--- config.mk ---
export PLATFORM = sky130hd
export DESIGN_NAME = sram_lane_ctrl
export DESIGN_NICKNAME = d
export VERILOG_FILES = /design/src/rtl/sram_lane_pkg.sv /design/src/rtl/sram_phase_timer.sv /design/src/rtl/sram_turn_guard.sv /design/src/rtl/sram_lane_data.sv /design/src/rtl/sram_lane_ctrl.sv
export SDC_FILE = /design/constraint.sdc
export NUM_CORES = 1
export LEC_CHECK = 0
export ABC_AREA = 1
export BUFFER_PORTS_ARGS = -buffer_cell sky130_fd_sc_hd__buf_4
export CORE_MARGIN = 8
export CORE_UTILIZATION = 49
export CTS_CLUSTER_SIZE = 30
export DETAILED_ROUTE_END_ITERATION = 7
export GPL_ROUTABILITY_DRIVEN = 1
export PLACE_DENSITY = 0.79
export SETUP_SLACK_MARGIN = 0.4
export SLEW_MARGIN = 10
export SYNTH_ARGS = -nofsm -noshare
export SYNTH_HDL_FRONTEND = slang
export SYNTH_SLANG_ARGS = --single-unit
--- constraint.sdc ---
create_clock -name clk -period 1.8 [get_ports clk]
set_clock_uncertainty 0.05 [all_clocks]
set_input_delay 0.09 -clock clk [delete_from_list [all_inputs] [get_ports clk]]
set_output_delay 0.09 -clock clk [all_outputs]
set_load 0.03 [all_outputs]
--- src/rtl/sram_lane_pkg.sv ---
package sram_lane_pkg;

   typedef enum logic [2:0] {
      ST_IDLE,
      ST_READ,
      ST_TURN,
      ST_WRITE,
      ST_HOLD
   } ctl_state_e;

   function automatic int unsigned max2(input int unsigned a, input int unsigned b);
      return (a > b) ? a : b;
   endfunction

   // whole clocks covering a time in ps, never below one
   function automatic int unsigned phase_clocks(input int unsigned span_ps,
                                                input int unsigned clk_ps);
      int unsigned c;
      c = (span_ps + clk_ps - 1) / clk_ps;
      return (c == 0) ? 1 : c;
   endfunction

endpackage

--- src/rtl/sram_phase_timer.sv ---
module sram_phase_timer #(
   parameter int unsigned CW = 5
) (
   input  logic          clk,
   input  logic          rst_n,
   input  logic          load,
   input  logic [CW-1:0] load_val,
   output logic          expire
);
   logic [CW-1:0] cnt;

   always_ff @(posedge clk or negedge rst_n) begin
      if (!rst_n)
         cnt <= '0;
      else if (load)
         cnt <= load_val;
      else if (cnt != '0)
         cnt <= cnt - 1'b1;
   end

   assign expire = (cnt == '0);
endmodule

--- src/rtl/sram_turn_guard.sv ---
module sram_turn_guard #(
   parameter int unsigned TA_CYC = 1,
   parameter int unsigned CW     = 5
) (
   input  logic clk,
   input  logic rst_n,
   input  logic arm,
   output logic drive_ok
);
   logic [CW-1:0] qcnt;

   always_ff @(posedge clk or negedge rst_n) begin
      if (!rst_n)
         qcnt <= '0;
      else if (arm)
         qcnt <= CW'(TA_CYC);
      else if (qcnt != '0)
         qcnt <= qcnt - 1'b1;
   end

   // a launch at the next edge lands TA_CYC clocks after the arming edge
   assign drive_ok = (qcnt <= CW'(1));
endmodule

--- src/rtl/sram_lane_data.sv ---
module sram_lane_data #(
   parameter int unsigned LANE_W = 8,
   parameter int unsigned LANES  = 2,
   localparam int unsigned DW    = LANE_W * LANES
) (
   input  logic             clk,
   input  logic             rst_n,
   input  logic             wr_load,
   input  logic [DW-1:0]    wr_data,
   input  logic             cap,
   input  logic [LANES-1:0] cap_lanes,
   input  logic [DW-1:0]    dq_in,
   output logic [DW-1:0]    dq_out,
   output logic [DW-1:0]    rd_data
);
   for (genvar g = 0; g < LANES; g++) begin : g_lane
      logic [LANE_W-1:0] out_q;
      logic [LANE_W-1:0] rd_q;

      always_ff @(posedge clk or negedge rst_n) begin
         if (!rst_n) begin
            out_q <= '0;
            rd_q  <= '0;
         end else begin
            if (wr_load)
               out_q <= wr_data[g*LANE_W +: LANE_W];
            if (cap)
               rd_q <= cap_lanes[g] ? dq_in[g*LANE_W +: LANE_W] : '0;
         end
      end

      assign dq_out[g*LANE_W +: LANE_W]  = out_q;
      assign rd_data[g*LANE_W +: LANE_W] = rd_q;
   end
endmodule

--- src/rtl/sram_lane_ctrl.sv ---
module sram_lane_ctrl
   import sram_lane_pkg::*;
#(
   parameter int unsigned ADDR_W    = 18,
   parameter int unsigned LANE_W    = 8,
   parameter int unsigned LANES     = 2,
   parameter int unsigned CLK_PS    = 10000,
   parameter int unsigned T_RC_PS   = 70000,
   parameter int unsigned T_AA_PS   = 70000,
   parameter int unsigned T_ACS_PS  = 70000,
   parameter int unsigned T_OE_PS   = 40000,
   parameter int unsigned T_BA_PS   = 40000,
   parameter int unsigned T_WC_PS   = 70000,
   parameter int unsigned T_WP_PS   = 55000,
   parameter int unsigned T_CW_PS   = 60000,
   parameter int unsigned T_DW_PS   = 35000,
   parameter int unsigned T_HZ_PS   = 30000,
   localparam int unsigned DW       = LANE_W * LANES
) (
   input  logic              clk,
   input  logic              rst_n,
   input  logic              req_valid,
   output logic              req_ready,
   input  logic              req_write,
   input  logic [ADDR_W-1:0] req_addr,
   input  logic [DW-1:0]     req_wdata,
   input  logic [LANES-1:0]  req_be,
   output logic              rsp_rvalid,
   output logic [DW-1:0]     rsp_rdata,
   output logic              rsp_wdone,
   output logic [ADDR_W-1:0] mem_addr,
   output logic              mem_cs_n,
   output logic              mem_oe_n,
   output logic              mem_we_n,
   output logic              mem_lb_n,
   output logic              mem_ub_n,
   output logic [DW-1:0]     mem_dq_out,
   output logic              mem_dq_oe,
   input  logic [DW-1:0]     mem_dq_in
);
   localparam int unsigned RD_CYC = phase_clocks(
      max2(max2(T_RC_PS, T_AA_PS), max2(max2(T_ACS_PS, T_OE_PS), T_BA_PS)), CLK_PS);
   localparam int unsigned WR_CYC = phase_clocks(
      max2(max2(T_WC_PS, T_WP_PS), max2(T_CW_PS, T_DW_PS)), CLK_PS);
   localparam int unsigned TA_CYC = phase_clocks(T_HZ_PS, CLK_PS);
   localparam int unsigned MAX_CYC = max2(max2(RD_CYC, WR_CYC), TA_CYC);
   localparam int unsigned CW = $clog2(MAX_CYC + 2);

   if (LANES != 2) begin : g_bad_lanes
      $error("sram_lane_ctrl: exactly two byte lanes are supported");
   end
   if (CLK_PS == 0) begin : g_bad_clk
      $error("sram_lane_ctrl: clock period must be nonzero");
   end
   if (ADDR_W == 0 || LANE_W == 0) begin : g_bad_width
      $error("sram_lane_ctrl: widths must be nonzero");
   end

   ctl_state_e       state;
   logic [LANES-1:0] pend_be;
   logic [LANES-1:0] lane_n;
   logic             accept, be_any, launch_rd, launch_wr;
   logic             rd_end, wr_end, null_rd;
   logic             tmr_load, tmr_expire, turn_ok;
   logic [CW-1:0]    tmr_val;
   logic [LANES-1:0] cap_lanes;

   assign req_ready = (state == ST_IDLE);
   assign accept    = req_ready && req_valid;
   assign be_any    = |req_be;
   assign launch_rd = accept && !req_write && be_any;
   assign launch_wr = (accept && req_write && be_any && turn_ok) ||
                      ((state == ST_TURN) && turn_ok);
   assign rd_end    = (state == ST_READ) && tmr_expire;
   assign wr_end    = (state == ST_WRITE) && tmr_expire;
   assign null_rd   = accept && !req_write && !be_any;
   assign tmr_load  = launch_rd || launch_wr;
   assign tmr_val   = launch_rd ? CW'(RD_CYC - 1) : CW'(WR_CYC - 1);
   assign cap_lanes = (state == ST_READ) ? ~lane_n : '0;

   sram_phase_timer #(.CW(CW)) u_timer (
      .clk      (clk),
      .rst_n    (rst_n),
      .load     (tmr_load),
      .load_val (tmr_val),
      .expire   (tmr_expire)
   );

   sram_turn_guard #(.TA_CYC(TA_CYC), .CW(CW)) u_guard (
      .clk      (clk),
      .rst_n    (rst_n),
      .arm      (rd_end),
      .drive_ok (turn_ok)
   );

   sram_lane_data #(.LANE_W(LANE_W), .LANES(LANES)) u_data (
      .clk       (clk),
      .rst_n     (rst_n),
      .wr_load   (accept && req_write),
      .wr_data   (req_wdata),
      .cap       (rd_end || null_rd),
      .cap_lanes (cap_lanes),
      .dq_in     (mem_dq_in),
      .dq_out    (mem_dq_out),
      .rd_data   (rsp_rdata)
   );

   always_ff @(posedge clk or negedge rst_n) begin
      if (!rst_n) begin
         state      <= ST_IDLE;
         pend_be    <= '0;
         lane_n     <= '1;
         mem_addr   <= '0;
         mem_cs_n   <= 1'b1;
         mem_oe_n   <= 1'b1;
         mem_we_n   <= 1'b1;
         mem_dq_oe  <= 1'b0;
         rsp_rvalid <= 1'b0;
         rsp_wdone  <= 1'b0;
      end else begin
         rsp_rvalid <= 1'b0;
         rsp_wdone  <= 1'b0;
         case (state)
            ST_IDLE: begin
               if (accept) begin
                  mem_addr <= req_addr;
                  pend_be  <= req_be;
                  if (!be_any) begin
                     rsp_rvalid <= !req_write;
                     rsp_wdone  <= req_write;
                  end else if (!req_write) begin
                     state    <= ST_READ;
                     mem_cs_n <= 1'b0;
                     mem_oe_n <= 1'b0;
                     lane_n   <= ~req_be;
                  end else if (turn_ok) begin
                     state     <= ST_WRITE;
                     mem_cs_n  <= 1'b0;
                     mem_we_n  <= 1'b0;
                     lane_n    <= ~req_be;
                     mem_dq_oe <= 1'b1;
                  end else begin
                     state <= ST_TURN;
                  end
               end
            end
            ST_TURN: begin
               if (turn_ok) begin
                  state     <= ST_WRITE;
                  mem_cs_n  <= 1'b0;
                  mem_we_n  <= 1'b0;
                  lane_n    <= ~pend_be;
                  mem_dq_oe <= 1'b1;
               end
            end
            ST_READ: begin
               if (rd_end) begin
                  state      <= ST_IDLE;
                  mem_cs_n   <= 1'b1;
                  mem_oe_n   <= 1'b1;
                  lane_n     <= '1;
                  rsp_rvalid <= 1'b1;
               end
            end
            ST_WRITE: begin
               if (wr_end) begin
                  state    <= ST_HOLD;
                  mem_cs_n <= 1'b1;
                  mem_we_n <= 1'b1;
                  lane_n   <= '1;
               end
            end
            ST_HOLD: begin
               state     <= ST_IDLE;
               mem_dq_oe <= 1'b0;
               rsp_wdone <= 1'b1;
            end
            default: state <= ST_IDLE;
         endcase
      end
   end

   assign mem_lb_n = lane_n[0];
   assign mem_ub_n = lane_n[1];

   // run-length monitors feeding the assertions below
   logic [CW-1:0] we_run, oe_run, quiet;

   always_ff @(posedge clk or negedge rst_n) begin
      if (!rst_n) begin
         we_run <= '0;
         oe_run <= '0;
         quiet  <= CW'(TA_CYC);
      end else begin
         we_run <= mem_we_n ? '0 : we_run + 1'b1;
         oe_run <= mem_oe_n ? '0 : oe_run + 1'b1;
         if (!mem_oe_n)
            quiet <= '0;
         else if (!mem_dq_oe && quiet < CW'(TA_CYC))
            quiet <= quiet + 1'b1;
      end
   end

   AST_WE_HIGH_ON_READ: assert property (@(posedge clk) disable iff (!rst_n)
      !mem_oe_n |-> mem_we_n);
   AST_RD_PHASE_LEN: assert property (@(posedge clk) disable iff (!rst_n)
      (mem_oe_n && oe_run != '0) |-> oe_run == CW'(RD_CYC));
   AST_WR_PULSE_LEN: assert property (@(posedge clk) disable iff (!rst_n)
      (mem_we_n && we_run != '0) |-> we_run == CW'(WR_CYC));
   AST_OE_HIGH_IN_WRITE: assert property (@(posedge clk) disable iff (!rst_n)
      !mem_we_n |-> (mem_oe_n && mem_dq_oe));
   AST_WR_DATA_STABLE: assert property (@(posedge clk) disable iff (!rst_n)
      (mem_dq_oe && $past(mem_dq_oe)) |-> ($stable(mem_dq_out) && $stable(mem_addr)));
   AST_NO_DRIVE_INTO_READ: assert property (@(posedge clk) disable iff (!rst_n)
      mem_dq_oe |-> mem_oe_n);
   AST_TURN_GAP: assert property (@(posedge clk) disable iff (!rst_n)
      $rose(mem_dq_oe) |-> quiet == CW'(TA_CYC));
   AST_ONE_RESPONSE: assert property (@(posedge clk) disable iff (!rst_n)
      $onehot0({rsp_rvalid, rsp_wdone}));
   AST_NULL_NO_SELECT: assert property (@(posedge clk) disable iff (!rst_n)
      (accept && !be_any) |=> mem_cs_n);
endmodule

Word level (Yosys, flattened, before mapping). Index checks and enable logic that the tools add are counted. Widths: inputs -> output; s select.

Multiplexer cells: 51. Bitwise logic cells: 3. Reductions and logical operators: 33. $add $sub $neg: 2. Magnitude comparators: 1. Equal/unequal tests: 12.

Operators by type and width (number): $mux 1 (23); $reduce_and 5->1 (4); $mux 2 (9); $mux 4 (4); $mux 8 (2); $mux 3 (5); $pmux 3 s4 (1); $reduce_bool 4->1 (3); $logic_and 1x1->1 (10); $ne 2x2->1 const B (4); $pmux 2 s4 (1); $sub 4x1->4 const B (2); $reduce_and 7->1 (1); $eq 3x2->1 const B (2); $ne 2x1->1 const B (3); $not 2->2 (3); $pmux 1 s2 (3); $pmux 1 s3 (2); $reduce_bool 2->1 (3); $reduce_bool 3->1 (2); $le 4x1->1 const B (1); $logic_not 4->1 (1); $pmux 1 s4 (1); $reduce_and 4->1 (1); other kinds (8) (11).

Input port bits: 56. Word-level logic and storage cells: 118. Register bits after elaboration: 71.

Depth between registers and ports, before layout.
Depth in word-level cells: 8. Gate-level depth with buffers: 9.

Cells and area by module. From an unflattened synthesis, not the netlist that was laid out.

Cells, all modules: 384. Area total of the unflattened synthesis: 3233.1 µm².

Modules (own cells, without submodules): sram_lane_ctrl (area each 1488.9 µm², cells each 184, times used 1); sram_lane_data (area each 1270.0 µm², cells each 138, times used 1); sram_phase_timer (area each 242.7 µm², cells each 34, times used 1); sram_turn_guard (area each 231.5 µm², cells each 28, times used 1).

Worst setup path after synthesis. Ideal clock, no wire load.

Kind: register to register. Start point: reg state[1]. End point: reg mem_addr[0]. Stages on the path, launching flop included: 8. Slack: 0.236 ns. Arrival time: 1.396 ns. Cells stage by stage: dfrtp_1 -> nor2_4 -> nand2_4 -> inv_1 -> nand2_2 -> buf_2 -> nand2_1 -> nand2_1.

Cells in the longest elaborated chain, start to end: 3.

Ends and longest elaborated chain: from (decl) (line sram_lane_ctrl.sv:59) `ctl_state_e state;`; from (signal assigned) (line sram_lane_ctrl.sv:110) `state <= ST_IDLE;`; from (signal assigned) (line sram_lane_ctrl.sv:132) `state <= ST_READ;`; from (signal assigned) (line sram_lane_ctrl.sv:137) `state <= ST_WRITE;`; $logic_not 3->1 (*) (line sram_lane_ctrl.sv:68) `assign req_ready = (state == ST_IDLE);`; named net req_ready (line sram_lane_ctrl.sv:23) `output logic req_ready,`; $logic_and 1x1->1 (line sram_lane_ctrl.sv:69) `assign accept = req_ready && req_valid;`; $reduce_and 2->1 (no line) (*); to (signal assigned) (line sram_lane_ctrl.sv:126) `mem_addr <= req_addr;`; to (decl) (line sram_lane_ctrl.sv:31) `output logic [ADDR_W-1:0] mem_addr,`.

Mark *: on every way through the listed nets, which the timed path passes. The rest lies on a longest branch. A chain may end at the register's enable or synchronous reset.

Final worst setup path.
Start point: reg state[0]. End point: reg u_timer.cnt[3].

Cells in the longest elaborated chain, start to end: 8. Elaborated cells on any way between the ends: 13. Those cells by class: 1 x eq/ne; 1 x mux; 11 x reduce/logical.

Ends and longest elaborated chain: $logic_not 3->1 (line sram_lane_ctrl.sv:68); $logic_and 1x1->1 (line sram_lane_ctrl.sv:69); $logic_and 1x1->1 (3 in a row) (line sram_lane_ctrl.sv:72) `assign launch_wr = (accept && req_write && be_any && turn_ok) ||`; $logic_or 1x1->1 (line sram_lane_ctrl.sv:72); $logic_or 1x1->1 (*) (line sram_lane_ctrl.sv:77) `assign tmr_load = launch_rd || launch_wr;`; $mux 4 / $reduce_bool 2->1 (equally long branches); to (signal assigned) (line sram_phase_timer.sv:16) `cnt <= load_val;`; to (signal assigned) (line sram_phase_timer.sv:18) `cnt <= cnt - 1'b1;`; to (decl) (line sram_phase_timer.sv:10) `logic [CW-1:0] cnt;`.

Every way passes the cells marked *; elsewhere a longest branch is shown, timed or not.

==> results.md <==
- Status: finished clean
- Wire length per cell: 16.1 µm
- H-Tree Depth: 3
- Top FF cell, synth: dfrtp_1
- Warnings, synthesis: 0
- Total track usage: 20.5%
- CP endpoint: u_timer.cnt[3]
- Largest net degree at the start of global routing: 36
- Combinational Power Share: 54.5%
- Post-Route Setup TNS: 0 ns
- Worst Setup SP: state[0]
- EDFF count, synth: 0
- Syn Inst Count: 392
- First-pass DRT Iterations: 4
- Final Wtd Congestion: 0.821
- Clk_lat worst skew: 0.35 ns
- Crit Path Max Fanout: 5
- Reg clk slew, reported paths: 0.07 ns
- Initial Utilization: 50.4%
- WHS: 0.0107 ns
- Core Util, Final: 82.8%
- CTS buffer count: 9
- Die Ht: 96.8 µm
- Min Tclk post-route: 1.52 ns
- CP Capture Type: flip-flop
- TritonCTS clock tree: yes
- Diode count: 0
- Max IR drop VDD: 1090 µV
- Post-synth cell types: 25
- CTS sink cnt: 71
- Synth async-reset ratio: 100%
- ANT nets after route: 0
- Die width: 96.8 µm
- Antenna violations before repair: 0
- P&R area growth vs syn: 64.3%
- Worst setup margin: 0.284 ns
- Yosys reg bits: 71
- P_leak: 2.84 nW
- DRT Wirelength: 10600 µm
- Sequential Power Share: 30.8%
- Net Sw Frac: 45.5%
- Cell Chain, Critical Path: buf_4 -> nand3b_1 -> a21oi_2 -> nand2_2 -> nand2_2 -> nor2_1
- CTS max path bufs: 2
- CP Class: flip-flop to flip-flop
- Global route overflow: 0
- Final period utilization: 84.2%
- Core Region: 6350 µm²
- Layout cells sized above 1: 39.1%
- Worst r2r path cells: 6
- Slowest stage delay, CP: 0.45 ns
- Max-Cap Viols: 0
- Arr. time, crit path: 1.70 ns
- Final nets: 641
- Vias per inst: 5.06
- Final setup violation count: 0
- Initial DRC count: 160
- Clock group share of total power: 14.7%
- Int Pwr: 0.00514 W
- Hold Path Stages: 5
- Main area contributors after synthesis: dfrtp_1 (52%), nand2_1 (19%), nor2_1 (4.7%)
- Leading cell type by number of instances after synthesis: nand2_1
- Post-synth top cells: nand2_1 (159), dfrtp_1 (66), nor2_1 (40), inv_1 (38), nand3_1 (24)
- Critical path's slowest cell: dfrtp_2
- Hpwl dp: 6210 µm
- Largest area contributor in the netlist: dfrtp_1
- PwrDens: 1790 nW/µm²
- WP data required: 1.98 ns
- Fill count: 350
- Ports: 115
- Max Fclk: 0.660 GHz
- Global-route wire length before repair: 16000 µm
- Register area share after synthesis: 55.7%
- Vias in the first global route: 3357
- DRC errors left: 0
- Net Switching: 0.00429 W
- Top-area cell type share of the netlist area: 51.6%
- Syn Nets: 452
- Final hold violations: 0
- Die area: 9370 µm²
- Worst-Margin Slew: 0.449 ns
- Reg2reg end: u_timer.cnt[3]
- RSZ-0062 raised after global routing: true
- Mean Syn Cell Area: 8.16 µm²
- Reg2Reg Setup Slack: 0.28 ns
- Total number of vias: 3356
- Finished Cell Area: 5260 µm²
- Port Buffer Count: 114
- Synth Cell Area: 3200 µm²
- Startpoint types: flip-flop
- Max transition margin: 70.1%
- Final Max Slew Viols: 0
- Worst slack, placed: 0.132 ns
- Worst hold-check path type: input port to flip-flop
- Placed instance area: 4170 µm²
- # rows: 29
- CTS root buffer: clkbuf_8
- Crit Reg-Reg Startpoint: state[0]
- CP dominant cell by count: nand2_2
final cells by class:
class,count,area [µm²],area share (%)
clock buffer,10,128,2.43
clock inverter,6,85.1,1.62
inverter,40,156,2.97
multi-input combinational,272,1450,27.6
sequential,71,1790,34.0
tap,77,96.3,1.83
timing repair buffer,187,1560,29.6
cells in the final DEF (no fill, tap or decap), types with 2 or more instances in the layout:
master	Yosys	final
xnor2_1	2	2
buf_6	1	7
nand2_2	1	10
a21oi_1	3	2
nand3b_1	2	2
dfrtp_2	0	3
buf_4	0	136
o21ai_2	0	3
inv_2	2	6
dfrtp_1	66	63
nand3_2	1	16
nand3_1	24	9
nand3_4	1	2
bufinv_16	0	2
nor2_1	40	31
xor2_1	2	2
dlygate4sd3_1	0	42
o21ai_0	23	20
nand2_1	159	147
clkinv_2	0	2
ha_4	0	3
nor2_4	3	5
clkbuf_8	0	9
nand2_4	2	4
nor2_2	0	7
dfstp_2	5	5
clkinvlp_4	0	3
inv_1	38	32
metrics by stage:
step,cells,power (W)
after global placement,581,0.00699
after CTS,652,0.00890
after floorplan,392,0.00550
after global routing,663,0.00998
after detailed placement,581,0.00711
final,663,0.00943
registers in the layout (all words and copies together) (netlist names):
signal / count
mem_addr: 18
u_data.g_lane.out_q: 16
u_data.g_lane.rd_q: 16
u_guard.qcnt: 4
u_timer.cnt: 4
state: 3
lane_n: 2
pend_be: 2
mem_cs_n: 1
mem_dq_oe: 1
mem_oe_n: 1
mem_we_n: 1
rsp_rvalid: 1
rsp_wdone: 1
routing by layer:
metal | share of wire, % | track usage, %
met1 | 38 | 22.0
met2 | 52 | 36.1
met3 | 5.3 | 5.83
met4 | 4.1 | 10.2
met5 | 0 | 0
cells by family after synthesis:
group | synth area share, %
flip-flops | 55.7
AO/OA/AOI/OAI | 4.54
XOR/XNOR | 1.10
buffers and inverters | 6.34
adder cells (fa/ha/maj) | 1.56
AND/OR/NAND/NOR | 30.7
critical path: cells and delay by family, from the launching register on:
family	cells	cell delay (ns)
AOI/OAI and AO/OA	1	0.20
buffers and inverters	1	0.15
and+or+nand+nor	4	0.56
DFF	1	0.45
how the worst min path moves through the flow:
stage | slack [ns] | endpoint | start
6_report | 0.01 | u_data.g_lane[0].rd_q[5] | mem_dq_in[5]
5_1_grt | 0.03 | u_data.g_lane[0].rd_q[5] | mem_dq_in[5]
4_1_cts | 0.001 | u_data.g_lane[0].rd_q[1] | mem_dq_in[1]
3_5_place_dp | 0.01 | mem_addr[8] | rst_n
3_3_place_gp | 0.01 | mem_addr[17] | rst_n
2_1_floorplan | -0.26 | mem_addr[0] | rst_n
power groups by stage:
| stage | Sequential (W) | Clock (W) | Combinational (W) |
|---|---|---|---|
| after CTS | 0.00284 | 0.00138 | 0.00467 |
| after detailed placement | 0.00287 | 0 | 0.00424 |
| after floorplan | 0.00396 | 0 | 0.00155 |
| after global placement | 0.00284 | 0 | 0.00415 |
| final | 0.00291 | 0.00139 | 0.00513 |
| after global routing | 0.00299 | 0.00146 | 0.00553 |
timing repair:
action / CTS / global route
resized for setup: 26 / 47
setup endpoints to repair: 56 / 65
hold buffers: 42 / 0
buffers inserted: 13 / 10
cloned: 0 / 1
pin swaps: 9 / 18
endpoints found under the hold margin: 73 / 0
(Power assumes the default switching activity.)
